**src/rtl/tlb_pkg.sv**
```systemverilog
package tlb_pkg;
  localparam int WORD_W    = 32;
  localparam int TID_W     = 8;
  localparam int EPN_LSB   = 10;
  localparam int VALID_BIT = 6;

  typedef enum logic [2:0] {
    SEL_DATA   = 3'd0,
    SEL_TAG    = 3'd1,
    SEL_INDEX  = 3'd2,
    SEL_PID    = 3'd3,
    SEL_ZONE   = 3'd4,
    SEL_SEARCH = 3'd5,
    SEL_AUX0   = 3'd6,
    SEL_AUX1   = 3'd7
  } reg_sel_e;
endpackage

```
**src/rtl/tlb_access_gate.sv**
```systemverilog
module tlb_access_gate
  import tlb_pkg::*;
(
  input  logic [1:0] cfg_mmu_level,
  input  logic [1:0] cfg_tlb_access,
  input  logic       rd_en,
  input  logic       wr_en,
  input  reg_sel_e   sel,
  output logic       do_wr,
  output logic       do_rd,
  output logic       rd_block,
  output logic       reject
);
  logic open_w, wr_ok, rd_ok, wr_guarded, rd_guarded;

  always_comb begin
    open_w     = (cfg_mmu_level >= 2'd2) && (cfg_tlb_access != 2'd0);
    wr_guarded = (sel == SEL_PID) || (sel == SEL_ZONE) || (sel == SEL_SEARCH);
    rd_guarded = (sel == SEL_DATA) || (sel == SEL_TAG) || (sel == SEL_PID) || (sel == SEL_ZONE);
    wr_ok      = open_w && (!wr_guarded || (cfg_tlb_access > 2'd1));
    rd_ok      = open_w && (!rd_guarded || cfg_tlb_access[0]);
    do_wr      = wr_en && wr_ok;
    do_rd      = rd_en && !wr_en && rd_ok;
    rd_block   = rd_en && !wr_en && !rd_ok;
    reject     = wr_en ? !wr_ok : (rd_en && !rd_ok);
  end
endmodule

```
**src/rtl/tlb_data_ram.sv**
```systemverilog
module tlb_data_ram #(
  parameter int ENTRIES = 16,
  parameter int WIDTH   = 32,
  localparam int AW     = $clog2(ENTRIES)
) (
  input  logic             clk,
  input  logic             we,
  input  logic [AW-1:0]    waddr,
  input  logic [WIDTH-1:0] wdata,
  input  logic             re,
  input  logic [AW-1:0]    raddr,
  output logic [WIDTH-1:0] q
);
  logic [WIDTH-1:0] mem [ENTRIES];

  always_ff @(posedge clk) begin
    if (we) mem[waddr] <= wdata;
    if (re) q <= mem[raddr];
  end
endmodule

```
**src/rtl/tlb_tag_cam.sv**
```systemverilog
module tlb_tag_cam
  import tlb_pkg::*;
#(
  parameter int ENTRIES = 16,
  localparam int AW     = $clog2(ENTRIES)
) (
  input  logic                      clk,
  input  logic                      rst,
  input  logic                      we,
  input  logic [AW-1:0]             waddr,
  input  logic [WORD_W-1:0]         wtag,
  input  logic [TID_W-1:0]          wtid,
  input  logic [AW-1:0]             raddr,
  output logic [WORD_W-1:0]         rtag,
  output logic [TID_W-1:0]          rtid,
  input  logic [WORD_W-1:EPN_LSB]   key_epn,
  input  logic [TID_W-1:0]          key_tid,
  output logic                      hit,
  output logic [AW-1:0]             hit_idx
);
  logic [WORD_W-1:0] tag_q [ENTRIES];
  logic [TID_W-1:0]  tid_q [ENTRIES];
  logic [ENTRIES-1:0] match;

  always_ff @(posedge clk) begin
    if (rst) begin
      for (int i = 0; i < ENTRIES; i++) begin
        tag_q[i] <= '0;
        tid_q[i] <= '0;
      end
    end else if (we) begin
      tag_q[waddr] <= wtag;
      tid_q[waddr] <= wtid;
    end
  end

  assign rtag = tag_q[raddr];
  assign rtid = tid_q[raddr];

  for (genvar g = 0; g < ENTRIES; g++) begin : g_cmp
    assign match[g] = tag_q[g][VALID_BIT]
                   && (tag_q[g][WORD_W-1:EPN_LSB] == key_epn)
                   && ((tid_q[g] == '0) || (tid_q[g] == key_tid));
  end

  always_comb begin
    hit     = |match;
    hit_idx = '0;
    for (int i = ENTRIES - 1; i >= 0; i--) begin
      if (match[i]) hit_idx = AW'(i);
    end
  end
endmodule

```
**src/rtl/tlb_regfile.sv**
```systemverilog
module tlb_regfile
  import tlb_pkg::*;
#(
  parameter int ENTRIES = 16
) (
  input  logic        clk,
  input  logic        rst,
  input  logic [1:0]  cfg_mmu_level,
  input  logic [1:0]  cfg_tlb_access,
  input  logic        rd_en,
  input  logic        wr_en,
  input  logic [2:0]  reg_sel,
  input  logic [31:0] wr_data,
  output logic [31:0] rd_data,
  output logic        err
);
  localparam int AW = $clog2(ENTRIES);

  reg_sel_e          sel;
  logic              do_wr, do_rd, rd_block, reject;
  logic [WORD_W-1:0] idx_q, pid_q, zone_q, rd_hold;
  logic [WORD_W-1:0] aux_q [2];
  logic              from_ram, err_q;
  logic [WORD_W-1:0] ram_q, rtag;
  logic [TID_W-1:0]  rtid;
  logic              srch_hit;
  logic [AW-1:0]     srch_idx, ent;

  assign sel = reg_sel_e'(reg_sel);
  assign ent = idx_q[AW-1:0];

  tlb_access_gate u_gate (
    .cfg_mmu_level (cfg_mmu_level),
    .cfg_tlb_access(cfg_tlb_access),
    .rd_en         (rd_en),
    .wr_en         (wr_en),
    .sel           (sel),
    .do_wr         (do_wr),
    .do_rd         (do_rd),
    .rd_block      (rd_block),
    .reject        (reject)
  );

  tlb_data_ram #(.ENTRIES(ENTRIES), .WIDTH(WORD_W)) u_data (
    .clk  (clk),
    .we   (do_wr && sel == SEL_DATA),
    .waddr(ent),
    .wdata(wr_data),
    .re   (do_rd && sel == SEL_DATA),
    .raddr(ent),
    .q    (ram_q)
  );

  tlb_tag_cam #(.ENTRIES(ENTRIES)) u_cam (
    .clk    (clk),
    .rst    (rst),
    .we     (do_wr && sel == SEL_TAG),
    .waddr  (ent),
    .wtag   (wr_data),
    .wtid   (pid_q[TID_W-1:0]),
    .raddr  (ent),
    .rtag   (rtag),
    .rtid   (rtid),
    .key_epn(wr_data[WORD_W-1:EPN_LSB]),
    .key_tid(pid_q[TID_W-1:0]),
    .hit    (srch_hit),
    .hit_idx(srch_idx)
  );

  always_ff @(posedge clk) begin
    if (rst) begin
      idx_q    <= '0;
      pid_q    <= '0;
      zone_q   <= '0;
      aux_q[0] <= '0;
      aux_q[1] <= '0;
      rd_hold  <= '0;
      from_ram <= 1'b0;
      err_q    <= 1'b0;
    end else begin
      err_q <= reject;
      if (do_wr) begin
        unique case (sel)
          SEL_INDEX:  idx_q  <= wr_data;
          SEL_PID:    pid_q  <= wr_data;
          SEL_ZONE:   zone_q <= wr_data;
          SEL_SEARCH: begin
            if (srch_hit) idx_q <= WORD_W'(srch_idx);
            else          idx_q[WORD_W-1] <= 1'b1;
          end
          SEL_AUX0, SEL_AUX1: aux_q[reg_sel[0]] <= wr_data;
          default: ;
        endcase
      end
      if (do_rd) begin
        from_ram <= (sel == SEL_DATA);
        unique case (sel)
          SEL_TAG: begin
            rd_hold <= rtag;
            pid_q   <= {{(WORD_W-TID_W){1'b0}}, rtid};
          end
          SEL_INDEX:          rd_hold <= idx_q;
          SEL_PID:            rd_hold <= pid_q;
          SEL_ZONE:           rd_hold <= zone_q;
          SEL_AUX0, SEL_AUX1: rd_hold <= aux_q[reg_sel[0]];
          default:            rd_hold <= '0;
        endcase
      end else if (rd_block) begin
        from_ram <= 1'b0;
        rd_hold  <= '0;
      end
    end
  end

  assign rd_data = from_ram ? ram_q : rd_hold;
  assign err     = err_q;
endmodule

```
**config.mk**
```make
export PLATFORM = sky130hd
export DESIGN_NAME = tlb_regfile
export DESIGN_NICKNAME = d
export VERILOG_FILES = /design/src/rtl/tlb_pkg.sv /design/src/rtl/tlb_access_gate.sv /design/src/rtl/tlb_data_ram.sv /design/src/rtl/tlb_tag_cam.sv /design/src/rtl/tlb_regfile.sv
export SDC_FILE = /design/constraint.sdc
export NUM_CORES = 2
export LEC_CHECK = 0
export BUFFER_PORTS_ARGS = -buffer_cell sky130_fd_sc_hd__buf_4
export CORE_ASPECT_RATIO = 0.7
export CORE_MARGIN = 2
export CORE_UTILIZATION = 57
export CTS_BUF_LIST = sky130_fd_sc_hd__clkbuf_8
export CTS_CLUSTER_SIZE = 10
export DETAILED_ROUTE_END_ITERATION = 8
export GPL_TIMING_DRIVEN = 1
export PLACE_DENSITY = 0.73
export REMOVE_ABC_BUFFERS = 1
export SLEW_MARGIN = 20
export SYNTH_ARGS = -nofsm -noshare
export SYNTH_HDL_FRONTEND = slang
export SYNTH_HIERARCHICAL = 1
export SYNTH_SLANG_ARGS = --single-unit
```
**constraint.sdc**
```tcl
create_clock -name clk -period 11.6 [get_ports clk]
set_input_delay 1.16 -clock clk [delete_from_list [all_inputs] [get_ports clk]]
set_output_delay 1.16 -clock clk [all_outputs]
set_load 0.05 [all_outputs]
```
==> qor.yml <==
setup_path:
  r2r_setup_slack_ns: 6.34
  path_class: "flip-flop to flip-flop"
  start_kind: "flip-flop"
  critPathCaptureType: "flip-flop"
  arrival_ns: 6.10
  r2r_start: "pid_q[6]"
  worstReg2RegEnd: "idx_q[13]"
  reg2regPathDepth: 12
  crit_path_max_fanout: 27
  required_ns: 12.44
timing:
  final_max_slew_viol_count: 0
  period_share_pct: 45.3
  fmax_mhz: 190
  slew_headroom_pct: 25.4
  worstMarginPinSlew_ns: 1.12
  rsz0062_at_grt: "false"
  setup_violations: 0
  clock_skew_ns: 0.0566
  finalCriticalPeriod_ns: 5.26
  hold_viol_final: 0
  tns_ns: 0
grt:
  track_usage_pct: 30.4
  grt_pass1_vias: 35887
  grt_max_degree: 150
  grt-ovfl-total: 0
  antenna_found_initial: 9
  grt_pass1_wl_um: 252000
placement:
  port_buffers: 74
  dp_hpwl_um: 104000
  place_congestion: 0.932
synthesis:
  synth_edf_count: 1248
  seq_area_frac_synth_pct: 63.1
  synth-seq-cells: 1378
  yosysWarnings: 6
  syn_area_um2: 63500
  avgSynthCellArea_um2: 15.3
  synth-main-ff-cell: "edfxtp_1"
  synth_cell_type_count: 60
  synthArstFlopShare_pct: 0
  syn_inst: 4144
clocking:
  postCtsHoldBufs: 0
  cts_buffers: 199
  clockRootBuffer: "clkbuf_8"
  cts.path.max_buffers: 3
  cts_tree: "done"
  post_cts_buffers: 0
  clock-sinks: 1378
  h-tree-depth: 4
  cts-resized-gates: 0
  clk_pin_slew_ns: 0.06
  insertion_delay_ns: 0.94
layout:
  final_core_utilization_pct: 62.5
  nets: 4219
  drive_gt1_share_pct: 20.1
  mostFrequentLayoutCells: "edfxtp_1 (1248), and2_1 (705), xor2_1 (332)"
  final_common_cell: "edfxtp_1"
  area_growth_pct: 8.86
floorplan:
  coreArea_um2: 111000
  io_pins: 76
  row_count: 102
  die_w_um: 403
  start_util_pct: 57.4
  die_y_um: 283
  dieArea_um2: 114000
hold_path:
  min_path_cells: 2
  hp-start: "rd_hold[18]"
  min_path_type: "flip-flop to flip-flop"
  hold-path-endpoint: "rd_hold[18]"
drt:
  wirelength_um: 174000
  drc: 0
  drtIter0Drc: 5615
  avgViaCountPerCell: 6.46
  ant_nets: 0
  vias: 37528
  firstDrtPassIters: 6
  wl_per_cell_um: 30.0
job:
  timing.max_cap.violations: 0
run_status:
  status: "complete, no violations"
power_and_ir_drop:
  p_total_mw: 9.90
  power_density_nw_per_um2: 143
  p_leak_nw: 23.8
  ir_drop_v: 0.000145
power by group:
| group | internal, mW | total [mW] | switching (mW) |
|---|---|---|---|
| registers | 5.50 | 5.58 | 0.0736 |
| logic | 0.194 | 0.588 | 0.394 |
| clock network | 1.84 | 3.74 | 1.90 |
cells in the mapped netlist, drive strengths merged, types with 9 or more instances:
library cell  instances  area share, %
o2bb2ai              30           0.41
nand4                58           0.57
mux2                 36           0.64
o21ai                38           0.30
a22o                 57           0.79
or4                  14           0.21
and2                706            7.0
a22oi                78           0.92
nor2b                 9          0.093
clkbuf              207            1.2
mux4                328             12
buf                 119            1.2
edfxtp             1248             59
a222oi               30           0.47
dfxtp               130            4.1
or2                  18           0.18
a21oi                60           0.47
xor2                333            4.6
nor2                 53           0.33
nand2               212            1.3
mux2i                35           0.55
nor3                 31           0.25
xnor2               147            2.0
nor4                107            1.1
logic make-up after synthesis:
logic type | Yosys count | share of synthesized area, %
flops | 1378 | 63.1
simple gates | 1232 | 11.2
xor+xnor | 480 | 6.63
mux | 399 | 12.8
buf+inv | 332 | 2.44
compound gates | 323 | 3.77
how the worst max path moves through the flow:
stage	start	endpoint	depth (start not counted)
floorplan	idx_q[0]	u_data/mem[0][0]	1
global placement	reg_sel[1]	u_cam/tag_q[12][13]	12
detailed placement	reg_sel[1]	u_cam/tag_q[12][24]	12
CTS	pid_q[6]	idx_q[13]	12
global route	pid_q[6]	idx_q[20]	12
finish	pid_q[6]	idx_q[13]	12
registers in the layout (all words and copies together), names as in the netlist:
| name | cells |
|---|---|
| pid_q | 32 |
| err | 1 |
| from_ram | 1 |
| u_data/q | 32 |
| u_data/mem | 512 |
| u_cam/tag_q | 512 |
| aux_q | 64 |
| idx_q | 32 |
| u_cam/tid_q | 128 |
| zone_q | 32 |
| rd_hold | 32 |
stage by stage:
step / cell area (um2) / worst slack, ns / instances / hold WS, ns
floorplan: 61900 / -7.54 / 3818 / 0.421
global placement: 65300 / 6.30 / 5430 / 0.439
detailed placement: 65300 / 6.27 / 5430 / 0.445
CTS: 69100 / 6.53 / 5796 / 0.456
global route: 69100 / 6.44 / 5802 / 0.469
finish: 69100 / 6.34 / 5807 / 0.456
metal layers:
metal	GRT usage, %	share of wire [%]
met3	8.03	13
met5	0	0.025
met4	8.32	2.1
met2	42.2	43
met1	47.6	42
worst max-delay path, cell delays in order (launching register included):
cell and delay (ns):
dfxtp_1 1.05, buf_4 0.43, xor2_1 0.19, nor4_1 0.08, a22oi_1 0.74, or4_1 0.23
nand4_1 0.17, nor3_1 0.71, nand2_1 0.30, nand4b_1 0.24, a21boi_4 0.14, nor2_4 0.61
a22o_1 0.25
layout make-up:
cell class	count	area (um2)
fill	8019	41400
inverter	6	22.5
tap	1456	1820
antenna	10	25.0
multi-input combinational	2434	22100
clock inverter	152	837
clock buffer	214	2950
sequential	1378	40100
timing repair buffer	157	1220
Power figures use the tool's default switching activity.
